`src/rtl/netc_rst_pkg.sv`:
```
package netc_rst_pkg;

  typedef enum logic [1:0] {
    RC_NONE = 2'd0,
    RC_STOP = 2'd1,
    RC_SW   = 2'd2,
    RC_HW   = 2'd3
  } rst_class_e;

  typedef struct packed {
    logic csr_base;
    logic csr_ext;
    logic csr_full;
    logic bcr;
    logic pci_cmd;
    logic seq;
    logic eeprom_load;
    logic link_fail;
  } rst_grp_t;

  // Strongest cause wins: board, then software, then stop.
  function automatic rst_class_e pick_class(logic hw, logic sw, logic stp);
    if (hw)       return RC_HW;
    else if (sw)  return RC_SW;
    else if (stp) return RC_STOP;
    else          return RC_NONE;
  endfunction

  // Group set selected by each cause.
  function automatic rst_grp_t class_groups(rst_class_e c);
    rst_grp_t g;
    g = '0;
    unique case (c)
      RC_HW: g = '1;
      RC_SW: begin
        g.csr_base  = 1'b1;
        g.csr_ext   = 1'b1;
        g.seq       = 1'b1;
        g.link_fail = 1'b1;
      end
      RC_STOP: begin
        g.csr_base = 1'b1;
        g.seq      = 1'b1;
      end
      default: g = '0;
    endcase
    return g;
  endfunction

  // Next state of the held bus request.
  function automatic logic park_next(logic park_q, logic hw_win, logic sw_win,
                                     logic req_now, logic gnt);
    if (hw_win)                       return 1'b0;
    else if (sw_win && req_now && !gnt) return 1'b1;
    else if (gnt)                     return 1'b0;
    else                              return park_q;
  endfunction

endpackage

```
`src/rtl/netc_rst_pin_qual.sv`:
```
module netc_rst_pin_qual #(
  parameter int MIN_PULSE = 4
) (
  input  logic clk,
  input  logic por_n,
  input  logic pin_n,
  output logic hw_evt_o
);
  localparam int CNT_W = $clog2(MIN_PULSE + 1);
  localparam logic [CNT_W-1:0] FIRE_AT = CNT_W'(MIN_PULSE - 1);
  localparam logic [CNT_W-1:0] SAT_AT  = CNT_W'(MIN_PULSE);

  logic s1_q, s2_q;
  logic pin_low;
  logic [CNT_W-1:0] low_cnt_q;

  always_ff @(posedge clk or negedge por_n) begin
    if (!por_n) begin
      s1_q <= 1'b1;
      s2_q <= 1'b1;
    end else begin
      s1_q <= pin_n;
      s2_q <= s1_q;
    end
  end

  assign pin_low = !s2_q;

  // Count consecutive low cycles, saturating so the event fires once per pulse.
  always_ff @(posedge clk or negedge por_n) begin
    if (!por_n)                 low_cnt_q <= '0;
    else if (!pin_low)          low_cnt_q <= '0;
    else if (low_cnt_q != SAT_AT) low_cnt_q <= low_cnt_q + 1'b1;
  end

  assign hw_evt_o = pin_low && (low_cnt_q == FIRE_AT);

  p_single_fire_r1: assert property (@(posedge clk) disable iff (!por_n)
    hw_evt_o |=> !hw_evt_o);

  p_fire_while_low_r1: assert property (@(posedge clk) disable iff (!por_n)
    hw_evt_o |=> (s2_q || low_cnt_q == SAT_AT));

endmodule

```
`src/rtl/netc_rst_arb.sv`:
```
module netc_rst_arb
  import netc_rst_pkg::*;
#(
  parameter int                ADDR_W        = 8,
  parameter logic [ADDR_W-1:0] SW_RST_OFFSET = 8'h14,
  parameter logic [ADDR_W-1:0] CTL_OFFSET    = 8'h00
) (
  input  logic              clk,
  input  logic              por_n,
  input  logic              hw_evt_i,
  input  logic              io_rd,
  input  logic              io_wr,
  input  logic [ADDR_W-1:0] io_addr,
  input  logic              io_wdata_stop,
  input  logic              stop_bit_q,
  output logic              sw_evt_o,
  output logic              stop_evt_o,
  output rst_class_e        win_o
);
  logic sw_hit, ctl_hit;

  assign sw_hit  = (io_addr == SW_RST_OFFSET);
  assign ctl_hit = (io_addr == CTL_OFFSET);

  assign sw_evt_o   = io_rd && sw_hit;
  assign stop_evt_o = io_wr && ctl_hit && io_wdata_stop && !stop_bit_q;
  assign win_o      = pick_class(hw_evt_i, sw_evt_o, stop_evt_o);

  p_write_no_sw_r2: assert property (@(posedge clk) disable iff (!por_n)
    (!io_rd) |-> !sw_evt_o);

  p_stop_needs_clear_r3: assert property (@(posedge clk) disable iff (!por_n)
    stop_bit_q |-> !stop_evt_o);

  p_hw_wins_r8: assert property (@(posedge clk) disable iff (!por_n)
    hw_evt_i |-> (win_o == RC_HW));

  p_sw_over_stop_r8: assert property (@(posedge clk) disable iff (!por_n)
    (sw_evt_o && !hw_evt_i) |-> (win_o == RC_SW));

endmodule

```
`src/rtl/netc_rst_strobe.sv`:
```
module netc_rst_strobe
  import netc_rst_pkg::*;
(
  input  logic       clk,
  input  logic       por_n,
  input  rst_class_e win_i,
  output rst_grp_t   grp_o
);
  always_ff @(posedge clk or negedge por_n) begin
    if (!por_n) grp_o <= '0;
    else        grp_o <= class_groups(win_i);
  end

  p_strobe_next_r7: assert property (@(posedge clk) disable iff (!por_n)
    (win_i != RC_NONE) |=> (grp_o.seq && grp_o.csr_base));

  p_idle_quiet_r7: assert property (@(posedge clk) disable iff (!por_n)
    (win_i == RC_NONE) |=> (grp_o == '0));

  p_sw_scope_r5: assert property (@(posedge clk) disable iff (!por_n)
    (win_i == RC_SW) |=> (!grp_o.eeprom_load && !grp_o.bcr && !grp_o.pci_cmd));

  p_stop_scope_r6: assert property (@(posedge clk) disable iff (!por_n)
    (win_i == RC_STOP) |=> (!grp_o.link_fail && !grp_o.csr_ext));

  p_hw_scope_r4: assert property (@(posedge clk) disable iff (!por_n)
    (win_i == RC_HW) |=> (grp_o.eeprom_load && grp_o.bcr && grp_o.link_fail));

endmodule

```
`src/rtl/netc_req_park.sv`:
```
module netc_req_park
  import netc_rst_pkg::*;
(
  input  logic clk,
  input  logic por_n,
  input  logic hw_win_i,
  input  logic sw_win_i,
  input  logic mst_req_i,
  input  logic gnt_i,
  output logic bus_req_o,
  output logic xfer_inhibit_o
);
  logic park_q;

  assign bus_req_o      = mst_req_i || park_q;
  assign xfer_inhibit_o = park_q;

  always_ff @(posedge clk or negedge por_n) begin
    if (!por_n) park_q <= 1'b0;
    else        park_q <= park_next(park_q, hw_win_i, sw_win_i, bus_req_o, gnt_i);
  end

  p_hold_until_gnt_r9: assert property (@(posedge clk) disable iff (!por_n)
    (park_q && !gnt_i && !hw_win_i) |=> park_q);

  p_drop_after_gnt_r9: assert property (@(posedge clk) disable iff (!por_n)
    (park_q && gnt_i && !sw_win_i) |=> !park_q);

  p_park_start_r9: assert property (@(posedge clk) disable iff (!por_n)
    (sw_win_i && !hw_win_i && bus_req_o && !gnt_i) |=> bus_req_o);

  p_hw_clears_r9: assert property (@(posedge clk) disable iff (!por_n)
    hw_win_i |=> !xfer_inhibit_o);

endmodule

```
`src/rtl/netc_reset_ctrl.sv`:
```
module netc_reset_ctrl
  import netc_rst_pkg::*;
#(
  parameter int                ADDR_W        = 8,
  parameter logic [ADDR_W-1:0] SW_RST_OFFSET = 8'h14,
  parameter logic [ADDR_W-1:0] CTL_OFFSET    = 8'h00,
  parameter int                MIN_PULSE     = 4
) (
  input  logic              clk,
  input  logic              por_n,
  input  logic              hw_rst_pin_n,
  input  logic              io_rd,
  input  logic              io_wr,
  input  logic [ADDR_W-1:0] io_addr,
  input  logic              io_wdata_stop,
  input  logic              stop_bit_q,
  input  logic              mst_req_i,
  input  logic              gnt_i,
  output logic              rst_csr_base_o,
  output logic              rst_csr_ext_o,
  output logic              rst_csr_full_o,
  output logic              rst_bcr_o,
  output logic              rst_pci_cmd_o,
  output logic              seq_rst_o,
  output logic              eeprom_load_o,
  output logic              link_fail_o,
  output logic              bus_req_o,
  output logic              xfer_inhibit_o
);
  // Internal events brought out as named wires for the assertions.
  logic       hw_evt;
  logic       sw_evt;
  logic       stop_evt;
  rst_class_e win;
  rst_grp_t   grp;

  netc_rst_pin_qual #(.MIN_PULSE(MIN_PULSE)) u_pin_qual (
    .clk      (clk),
    .por_n    (por_n),
    .pin_n    (hw_rst_pin_n),
    .hw_evt_o (hw_evt)
  );

  netc_rst_arb #(
    .ADDR_W        (ADDR_W),
    .SW_RST_OFFSET (SW_RST_OFFSET),
    .CTL_OFFSET    (CTL_OFFSET)
  ) u_arb (
    .clk           (clk),
    .por_n         (por_n),
    .hw_evt_i      (hw_evt),
    .io_rd         (io_rd),
    .io_wr         (io_wr),
    .io_addr       (io_addr),
    .io_wdata_stop (io_wdata_stop),
    .stop_bit_q    (stop_bit_q),
    .sw_evt_o      (sw_evt),
    .stop_evt_o    (stop_evt),
    .win_o         (win)
  );

  netc_rst_strobe u_strobe (
    .clk   (clk),
    .por_n (por_n),
    .win_i (win),
    .grp_o (grp)
  );

  netc_req_park u_park (
    .clk            (clk),
    .por_n          (por_n),
    .hw_win_i       (win == RC_HW),
    .sw_win_i       (win == RC_SW),
    .mst_req_i      (mst_req_i),
    .gnt_i          (gnt_i),
    .bus_req_o      (bus_req_o),
    .xfer_inhibit_o (xfer_inhibit_o)
  );

  assign rst_csr_base_o = grp.csr_base;
  assign rst_csr_ext_o  = grp.csr_ext;
  assign rst_csr_full_o = grp.csr_full;
  assign rst_bcr_o      = grp.bcr;
  assign rst_pci_cmd_o  = grp.pci_cmd;
  assign seq_rst_o      = grp.seq;
  assign eeprom_load_o  = grp.eeprom_load;
  assign link_fail_o    = grp.link_fail;

  p_stop_loses_r8: assert property (@(posedge clk) disable iff (!por_n)
    (stop_evt && (sw_evt || hw_evt)) |=> !(rst_csr_base_o && !rst_csr_ext_o));

  p_eeprom_board_only_r4: assert property (@(posedge clk) disable iff (!por_n)
    (!hw_evt) |=> !eeprom_load_o);

endmodule

```
`config.mk`:
```
export PLATFORM = sky130hd
export DESIGN_NAME = netc_reset_ctrl
export DESIGN_NICKNAME = d
export VERILOG_FILES = /design/src/rtl/netc_rst_pkg.sv /design/src/rtl/netc_rst_pin_qual.sv /design/src/rtl/netc_rst_arb.sv /design/src/rtl/netc_rst_strobe.sv /design/src/rtl/netc_req_park.sv /design/src/rtl/netc_reset_ctrl.sv
export SDC_FILE = /design/constraint.sdc
export NUM_CORES = 1
export LEC_CHECK = 0
export ABC_CLOCK_PERIOD_IN_PS = 1900
export BUFFER_PORTS_ARGS = -buffer_cell sky130_fd_sc_hd__clkbuf_2
export CORE_AREA = 2 2 39 41
export DETAILED_ROUTE_END_ITERATION = 12
export DIE_AREA = 0 0 41 43
export GPL_TIMING_DRIVEN = 0
export PLACE_DENSITY = 0.75
export SYNTH_ARGS = -nofsm -noshare
export SYNTH_HDL_FRONTEND = slang
export SYNTH_HIERARCHICAL = 1
export SYNTH_SLANG_ARGS = --single-unit
```
`constraint.sdc`:
```
create_clock -name clk -period 1.9 [get_ports clk]
set_input_delay 0.38 -clock clk [delete_from_list [all_inputs] [get_ports clk]]
set_output_delay 0.38 -clock clk [all_outputs]
set_load 0.02 [all_outputs]
```
==> tab_implementation.tex, run 1 <==
\begin{tabular}{lr}
\hline
Metric & Value \\
\hline
\multicolumn{2}{l}{\textbf{Job}} \\
Number of maximum-capacitance constraint violations & 0 \\
\multicolumn{2}{l}{\textbf{Placed design}} \\
Last weighted congestion value of the routability-driven placer & 0.7045 \\
Detail Placement HPWL & 717.1 um \\
Count of input and output buffers & 26 \\
\multicolumn{2}{l}{\textbf{Power}} \\
Leakage power figure & 0.3732 nW \\
Largest vdd supply drop & 0.3941 mV \\
Power density over cell area & 803.2 nW/um\^{}2 \\
\multicolumn{2}{l}{\textbf{Die}} \\
\# rows & 14 \\
Horizontal extent of the die & 41 um \\
DIE HEIGHT & 43 um \\
Starting density of the core & 35.17\% \\
Area of the die & 1763 um\^{}2 \\
Core Box Area & 1384 um\^{}2 \\
Top Ports & 27 \\
\multicolumn{2}{l}{\textbf{Timing}} \\
Maximum achievable frequency & 0.6006 GHz \\
Final Cycle Share & 87.63\% \\
Shortest period the worst path allows & 1.665 ns \\
Worst clock skew & 0.002887 ns \\
Transition time at the pin with the least slew margin & 0.4353 ns \\
RSZ-0062 raised after global routing & false \\
Final setup fails & 0 \\
Aggregate negative setup slack & 0 ns \\
Final Hold Fails & 0 \\
Max-slew violations & 0 \\
Headroom to the max-slew limit & 70.73\% \\
Min Hold Slack & 0.2062 ns \\
\multicolumn{2}{l}{\textbf{Global routing}} \\
Met1 usage & 14.33\% \\
Wire length of the first global-routing pass & 1386 um \\
Antenna violations before repair & 0 \\
Most congested layer reported by global routing & met2 \\
GRT Total Usage & 12.39\% \\
Pin count of the biggest net entering global routing & 10 \\
GRT met2 Usage & 17.19\% \\
Number of global-route vias before repair & 351 \\
Leftover overflow at the end of global routing & 0 \\
Routing usage on met3 & 3.141\% \\
\multicolumn{2}{l}{\textbf{Clock network}} \\
Number of buffers between clock root and the deepest sink & 2 \\
Clk pin slew, worst setup/hold paths & 0.06 ns \\
Cell chosen for the clock root & clkbuf\_4 \\
CTS tree & done \\
Depth of the CTS H-tree & 1 \\
Sinks on the clock net & 9 \\
Postcts setup bufs & 0 \\
Clock latency reported for the late side of the worst-skew pair & 0.25 ns \\
Number of instances resized during post-cts repair & 0 \\
Cts bufs inserted & 3 \\
\multicolumn{2}{l}{\textbf{Setup path}} \\
Reg2reg setup slack & 0.27 ns \\
Worst R2R Path Depth & 8 \\
Worst Setup End Kind & register \\
Startpoint of the worst-slack reg-to-reg timing path & u\_pin\_qual/low\_cnt\_q[0] \\
Worst reg2reg endpoint & u\_park/xfer\_inhibit\_o \\
Critical path required time & 2.04 ns \\
Critical setup path kind & primary input to register \\
Launch point of the critical path & io\_addr[5] \\
Critical Path AT & 1.80 ns \\
Max FO, Critical Path & 4 \\
Last element of the critical path & u\_park/xfer\_inhibit\_o \\
Launching element type of the critical path & primary input \\
\multicolumn{2}{l}{\textbf{Finish}} \\
Share of layout cells above drive strength 1 & 58.67\% \\
Area growth from synthesis to final layout & 38.30\% \\
Total inserted antenna cells & 0 \\
Nets & 96 \\
\multicolumn{2}{l}{\textbf{Hold path}} \\
Tightest Hold Check Type & primary input to register \\
Worst hold path depth & 1 \\
\multicolumn{2}{l}{\textbf{Synthesis}} \\
Net count after synthesis & 64 \\
Total standard cell area after synthesis & 486.7 um\^{}2 \\
Mean cell area of the mapped netlist & 11.06 um\^{}2 \\
Synthesized netlist cell count & 44 \\
Synth warnings & 6 \\
\multicolumn{2}{l}{\textbf{Drt}} \\
Total Wirelength & 821 um \\
1st-pass router iterations & 2 \\
Post-detailed-route count of antenna-violating nets & 0 \\
1st-iter DRT viols & 1 \\
Post-DR wirelength/cell & 9.022 um \\
Average via count per standard cell & 4.440 \\
Total number of vias & 404 \\
Residual DRC & 0 \\
\multicolumn{2}{l}{\textbf{Status}} \\
Status & completed \\
\hline
\end{tabular}
==> per-layer routing <==
layer | part of all wire, % | wire [um]
met1 | 42 | 343
met3 | 9.5 | 78
met4 | 2.3 | 19
met2 | 46 | 379
met5 | 0 | 0
==> cells in the final DEF (no fill, tap or decap) <==
cell type,count
a21bo_1,1
a21o_1,1
a21oi_1,3
a21oi_2,1
and2_2,2
and2b_2,1
buf_4,5
clkbuf_1,2
clkbuf_2,26
clkbuf_4,3
dfrtp_1,7
dfstp_2,2
dlygate4sd3_1,1
ha_1,3
inv_1,4
nand2_1,1
nand3_1,3
nand4bb_1,1
nor2b_1,1
nor3_2,1
o31ai_1,1
o41ai_2,1
or2_1,2
or2_2,1
or4_4,1
==> report_power, final <==
part / switching, mW / leakage [nW] / internal [mW]
clock network: 0.0577 / 0.0150 / 0.0803
logic: 0.0769 / 0.242 / 0.0792
registers: 0.0260 / 0.116 / 0.221
total: 0.161 / 0.373 / 0.380
==> area by class of cell <==
class,instances,area (um^2)
timing repair buffer,27,140.1
multi-input combinational,25,202.7
sequential,9,227.7
buffer,6,41.29
inverter,4,15.01
tap,16,20.02
clock buffer,4,26.28
fill,127,710.7
==> flip-flops by register name, indices dropped and copies added (netlist names) <==
signal,count
u_strobe/grp_o,3
u_pin_qual/low_cnt_q,3
u_pin_qual/s1_q,1
u_park/xfer_inhibit_o,1
u_pin_qual/s2_q,1
==> critical path, cell delays in order <==
cell	delay, ns
clkbuf_2	0.08
or4_4	0.53
o41ai_2	0.37
and2b_2	0.26
a21oi_1	0.15
nor3_2	0.05
==> stage by stage <==
step	power, mW	cell area (um^2)	std cells	setup slack (ns)	util (%)
finish	0.5407	673.1	91	0.2351	48.64
detailed placement	0.4074	636.9	86	-0.03323	46.02
global route	0.5924	673.1	91	0.1245	48.64
CTS	0.5547	673.1	91	0.2318	48.64
global placement	0.3977	636.9	86	-0.03841	46.02
floorplan	0.3538	486.7	44	0.1172	-
==> worst min-delay path by stage <==
stage                       from                       to  slack (ns)
finish              hw_rst_pin_n          u_pin_qual/s1_q        0.21
CTS                 hw_rst_pin_n          u_pin_qual/s1_q        0.19
floorplan                  por_n    u_park/xfer_inhibit_o        0.08
global route        hw_rst_pin_n          u_pin_qual/s1_q        0.19
detailed placement         por_n  u_pin_qual/low_cnt_q[1]        0.24
global placement           por_n  u_pin_qual/low_cnt_q[1]        0.24
==> timing repair <==
action                     CTS  global route
setup endpoints to repair    0             0
hold endpoints to repair     7             0
hold buffers                 1             0
(Power assumes the default switching activity.)
==> run 2, diff against run 1 <==
- BUFFER_PORTS_ARGS: -buffer_cell sky130_fd_sc_hd__clkbuf_2 -> -buffer_cell sky130_fd_sc_hd__buf_2
==> run 2 against run 1 <==
Net effect: sequential cell count unchanged; die area unchanged; sequential share of layout area unchanged; sequential power about the same; non-clock buffer count unchanged; cell count unchanged; design area unchanged; routed wire length increased by 4.8%; count of clock-buffer cells in the layout unchanged; clock skew decreased by 0.0017 ns; largest cell class unchanged; largest power group unchanged.
==> tab_implementation.tex, run 2 (synthesized netlist as in run 1, its figures left out) <==
\begin{tabular}{lr}
\hline
Metric & Value \\
\hline
\multicolumn{2}{l}{\textbf{Timing}} \\
Worst clock skew & 0.001182 ns (was 0.002887 ns) \\
Aggregate negative setup slack & 0 ns (unchanged) \\
Final Cycle Share & 88.57\% (was 87.63\%) \\
RSZ-0062 raised after global routing & false (unchanged) \\
Worst setup margin & 0.2172 ns (was 0.2351 ns) \\
Min Hold Slack & 0.2268 ns (was 0.2062 ns) \\
Max-slew violations & 0 (unchanged) \\
Shortest period the worst path allows & 1.683 ns (was 1.665 ns) \\
Final setup fails & 0 (unchanged) \\
Maximum achievable frequency & 0.5943 GHz (was 0.6006 GHz) \\
Transition time at the pin with the least slew margin & 0.4120 ns (was 0.4353 ns) \\
Final Hold Fails & 0 (unchanged) \\
Headroom to the max-slew limit & 72.30\% (was 70.73\%) \\
\multicolumn{2}{l}{\textbf{Placed design}} \\
Detail Placement HPWL & 720.6 um (was 717.1 um) \\
Number of cells after detailed placement & 86 (unchanged) \\
Count of input and output buffers & 26 (unchanged) \\
Last weighted congestion value of the routability-driven placer & 0.7032 (was 0.7045) \\
Cell area after placement & 636.9 um\^{}2 (unchanged) \\
Post-placement worst setup slack & -0.05118 ns (was -0.03323 ns) \\
\multicolumn{2}{l}{\textbf{Finish}} \\
Number of fill cells & 141 (was 127) \\
Post-Layout Cell Count & 91 (unchanged) \\
Layout Utilization & 48.64\% (unchanged) \\
Design Area, Final & 673.1 um\^{}2 (unchanged) \\
Nets & 96 (unchanged) \\
Top Registers & u\_pin\_qual/low\_cnt\_q (3), u\_strobe/grp\_o (3) (unchanged) \\
Commonest cells after routing, fill and taps aside & buf\_2, dfrtp\_1, buf\_4, inv\_1 (was clkbuf\_2, dfrtp\_1, buf\_4, inv\_1) \\
Commonest non-fill, non-tap cell in the layout & buf\_2 (was clkbuf\_2) \\
Total inserted antenna cells & 0 (unchanged) \\
Share of layout cells above drive strength 1 & 58.67\% (unchanged) \\
Area growth from synthesis to final layout & 38.30\% (unchanged) \\
\multicolumn{2}{l}{\textbf{Clock network}} \\
Cell chosen for the clock root & clkbuf\_4 (unchanged) \\
Number of instances resized during post-cts repair & 0 (unchanged) \\
Post-CTS Hold Fix Bufs & 1 (unchanged) \\
Postcts setup bufs & 0 (unchanged) \\
Cts bufs inserted & 3 (unchanged) \\
Clock latency reported for the late side of the worst-skew pair & 0.25 ns (about the same) \\
CTS tree & done (unchanged) \\
Clk pin slew, worst setup/hold paths & 0.06 ns (about the same) \\
Sinks on the clock net & 9 (unchanged) \\
Depth of the CTS H-tree & 1 (unchanged) \\
Number of buffers between clock root and the deepest sink & 2 (unchanged) \\
\multicolumn{2}{l}{\textbf{Setup path}} \\
CP Buf/Inv Count & 1 (unchanged) \\
Critical path required time & 2.04 ns (about the same) \\
Critical Path AT & 1.82 ns (was 1.80 ns) \\
Critical setup path kind & primary input to register (unchanged) \\
Worst Setup End Kind & register (unchanged) \\
Critical Path Slowest Stage Cell & or4\_4 (unchanged) \\
Largest incremental delay on the critical path & 0.53 ns (about the same) \\
Crit-path cells & buf\_2 > or4\_4 > o41ai\_2 > and2b\_2 > a21oi\_1 > nor3\_2 (was clkbuf\_2 > or4\_4 > o41ai\_2 > and2b\_2 > a21oi\_1 > nor3\_2) \\
Max FO, Critical Path & 4 (unchanged) \\
Delay-heaviest family, CP & simple AND/OR/NAND/NOR gates (unchanged) \\
Launching element type of the critical path & primary input (unchanged) \\
\multicolumn{2}{l}{\textbf{Die}} \\
Horizontal extent of the die & 41 um (unchanged) \\
DIE HEIGHT & 43 um (unchanged) \\
Core Box Area & 1384 um\^{}2 (unchanged) \\
\# rows & 14 (unchanged) \\
Starting density of the core & 35.17\% (unchanged) \\
Area of the die & 1763 um\^{}2 (unchanged) \\
Top Ports & 27 (unchanged) \\
\multicolumn{2}{l}{\textbf{Global routing}} \\
Pin count of the biggest net entering global routing & 10 (unchanged) \\
Wire length of the first global-routing pass & 1407 um (was 1386 um) \\
Leftover overflow at the end of global routing & 0 (unchanged) \\
GRT Total Usage & 12.18\% (was 12.39\%) \\
Antenna violations before repair & 0 (unchanged) \\
Number of global-route vias before repair & 369 (was 351) \\
\multicolumn{2}{l}{\textbf{Drt}} \\
Average via count per standard cell & 4.505 (was 4.440) \\
Amount of wire on met3 after detailed routing & 74 um (was 78 um) \\
Post-detailed-route count of antenna-violating nets & 0 (unchanged) \\
Metal2 WL & 425 um (was 379 um) \\
Highest Signal Layer & met4 (unchanged) \\
1st-pass router iterations & 4 (was 2) \\
Total Wirelength & 860 um (was 821 um) \\
Residual DRC & 0 (unchanged) \\
Sum of routed wire segments on met1 & 340 um (was 343 um) \\
Total number of vias & 410 (was 404) \\
1st-iter DRT viols & 6 (was 1) \\
Post-DR wirelength/cell & 9.451 um (was 9.022 um) \\
\multicolumn{2}{l}{\textbf{Hold path}} \\
Tightest Hold Check Type & primary input to register (unchanged) \\
\multicolumn{2}{l}{\textbf{Power}} \\
Total power after layout & 543.7 uW (was 540.7 uW) \\
Switch Pwr & 163.1 uW (was 160.7 uW) \\
Power density over cell area & 807.7 nW/um\^{}2 (was 803.2 nW/um\^{}2) \\
Fraction of power consumed by the clock network & 25.9\% (was 25.5\%) \\
Leakage power figure & 0.3776 nW (was 0.3732 nW) \\
Largest vdd supply drop & 0.4296 mV (was 0.3941 mV) \\
Combinational share of power & 28.7\% (was 28.9\%) \\
Sequential share of power & 45.4\% (was 45.6\%) \\
Design internal power & 380.6 uW (was 380.0 uW) \\
Switching part of the total power & 30.00\% (was 29.71\%) \\
\multicolumn{2}{l}{\textbf{Job}} \\
Number of maximum-capacitance constraint violations & 0 (unchanged) \\
\multicolumn{2}{l}{\textbf{Status}} \\
Status & completed (unchanged) \\
\hline
\end{tabular}
[run 2: cell count changes in the layout (fill, tap and decap cells not counted)]
cell      before  now
buf_2          0   26
clkbuf_2      26    0
[run 2: worst paths after layout]
kind                                         startpoint                 endpoint  slack (ns)  cells past startpoint
max in group asynchronous                         por_n          u_pin_qual/s1_q        1.15                      2
worst max register to register  u_pin_qual/low_cnt_q[0]    u_park/xfer_inhibit_o        0.26                      8
worst min-delay path                       hw_rst_pin_n          u_pin_qual/s1_q        0.23                      1
worst max-delay path                         io_addr[5]    u_park/xfer_inhibit_o        0.22                      6
min in group asynchronous                         por_n  u_pin_qual/low_cnt_q[1]        0.51                      2
worst min register to register          u_pin_qual/s1_q          u_pin_qual/s2_q        0.36                      0
[run 2: layer usage]
layer / vias to the layer above / track usage (%)
li1: 206 / -
met1: 178 / 12.33
met2: 24 / 20.31
met3: 2 / 1.571
met4: 0 / 10.00
met5: - / 0
[run 2: power by group through the flow]
| stage | Sequential [mW] | Clock, mW | Combinational, mW |
|---|---|---|---|
| after CTS | 0.248 | 0.150 | 0.160 |
| after global routing | 0.251 | 0.166 | 0.179 |
| after floorplan | 0.252 | 0 | 0.102 |
| after global placement | 0.248 | 0 | 0.150 |
| final | 0.247 | 0.141 | 0.156 |
| after detailed placement | 0.250 | 0 | 0.157 |
[run 2: cell type report]
cell class                 count  area (um^2)  share of cell area [%]
inverter                       4        15.01                   2.230
timing repair buffer          27        140.1                   20.82
clock buffer                   4        26.28                   3.903
buffer                         6        41.29                   6.134
tap                           16        20.02                   2.974
multi-input combinational     25        202.7                   30.11
sequential                     9        227.7                   33.83
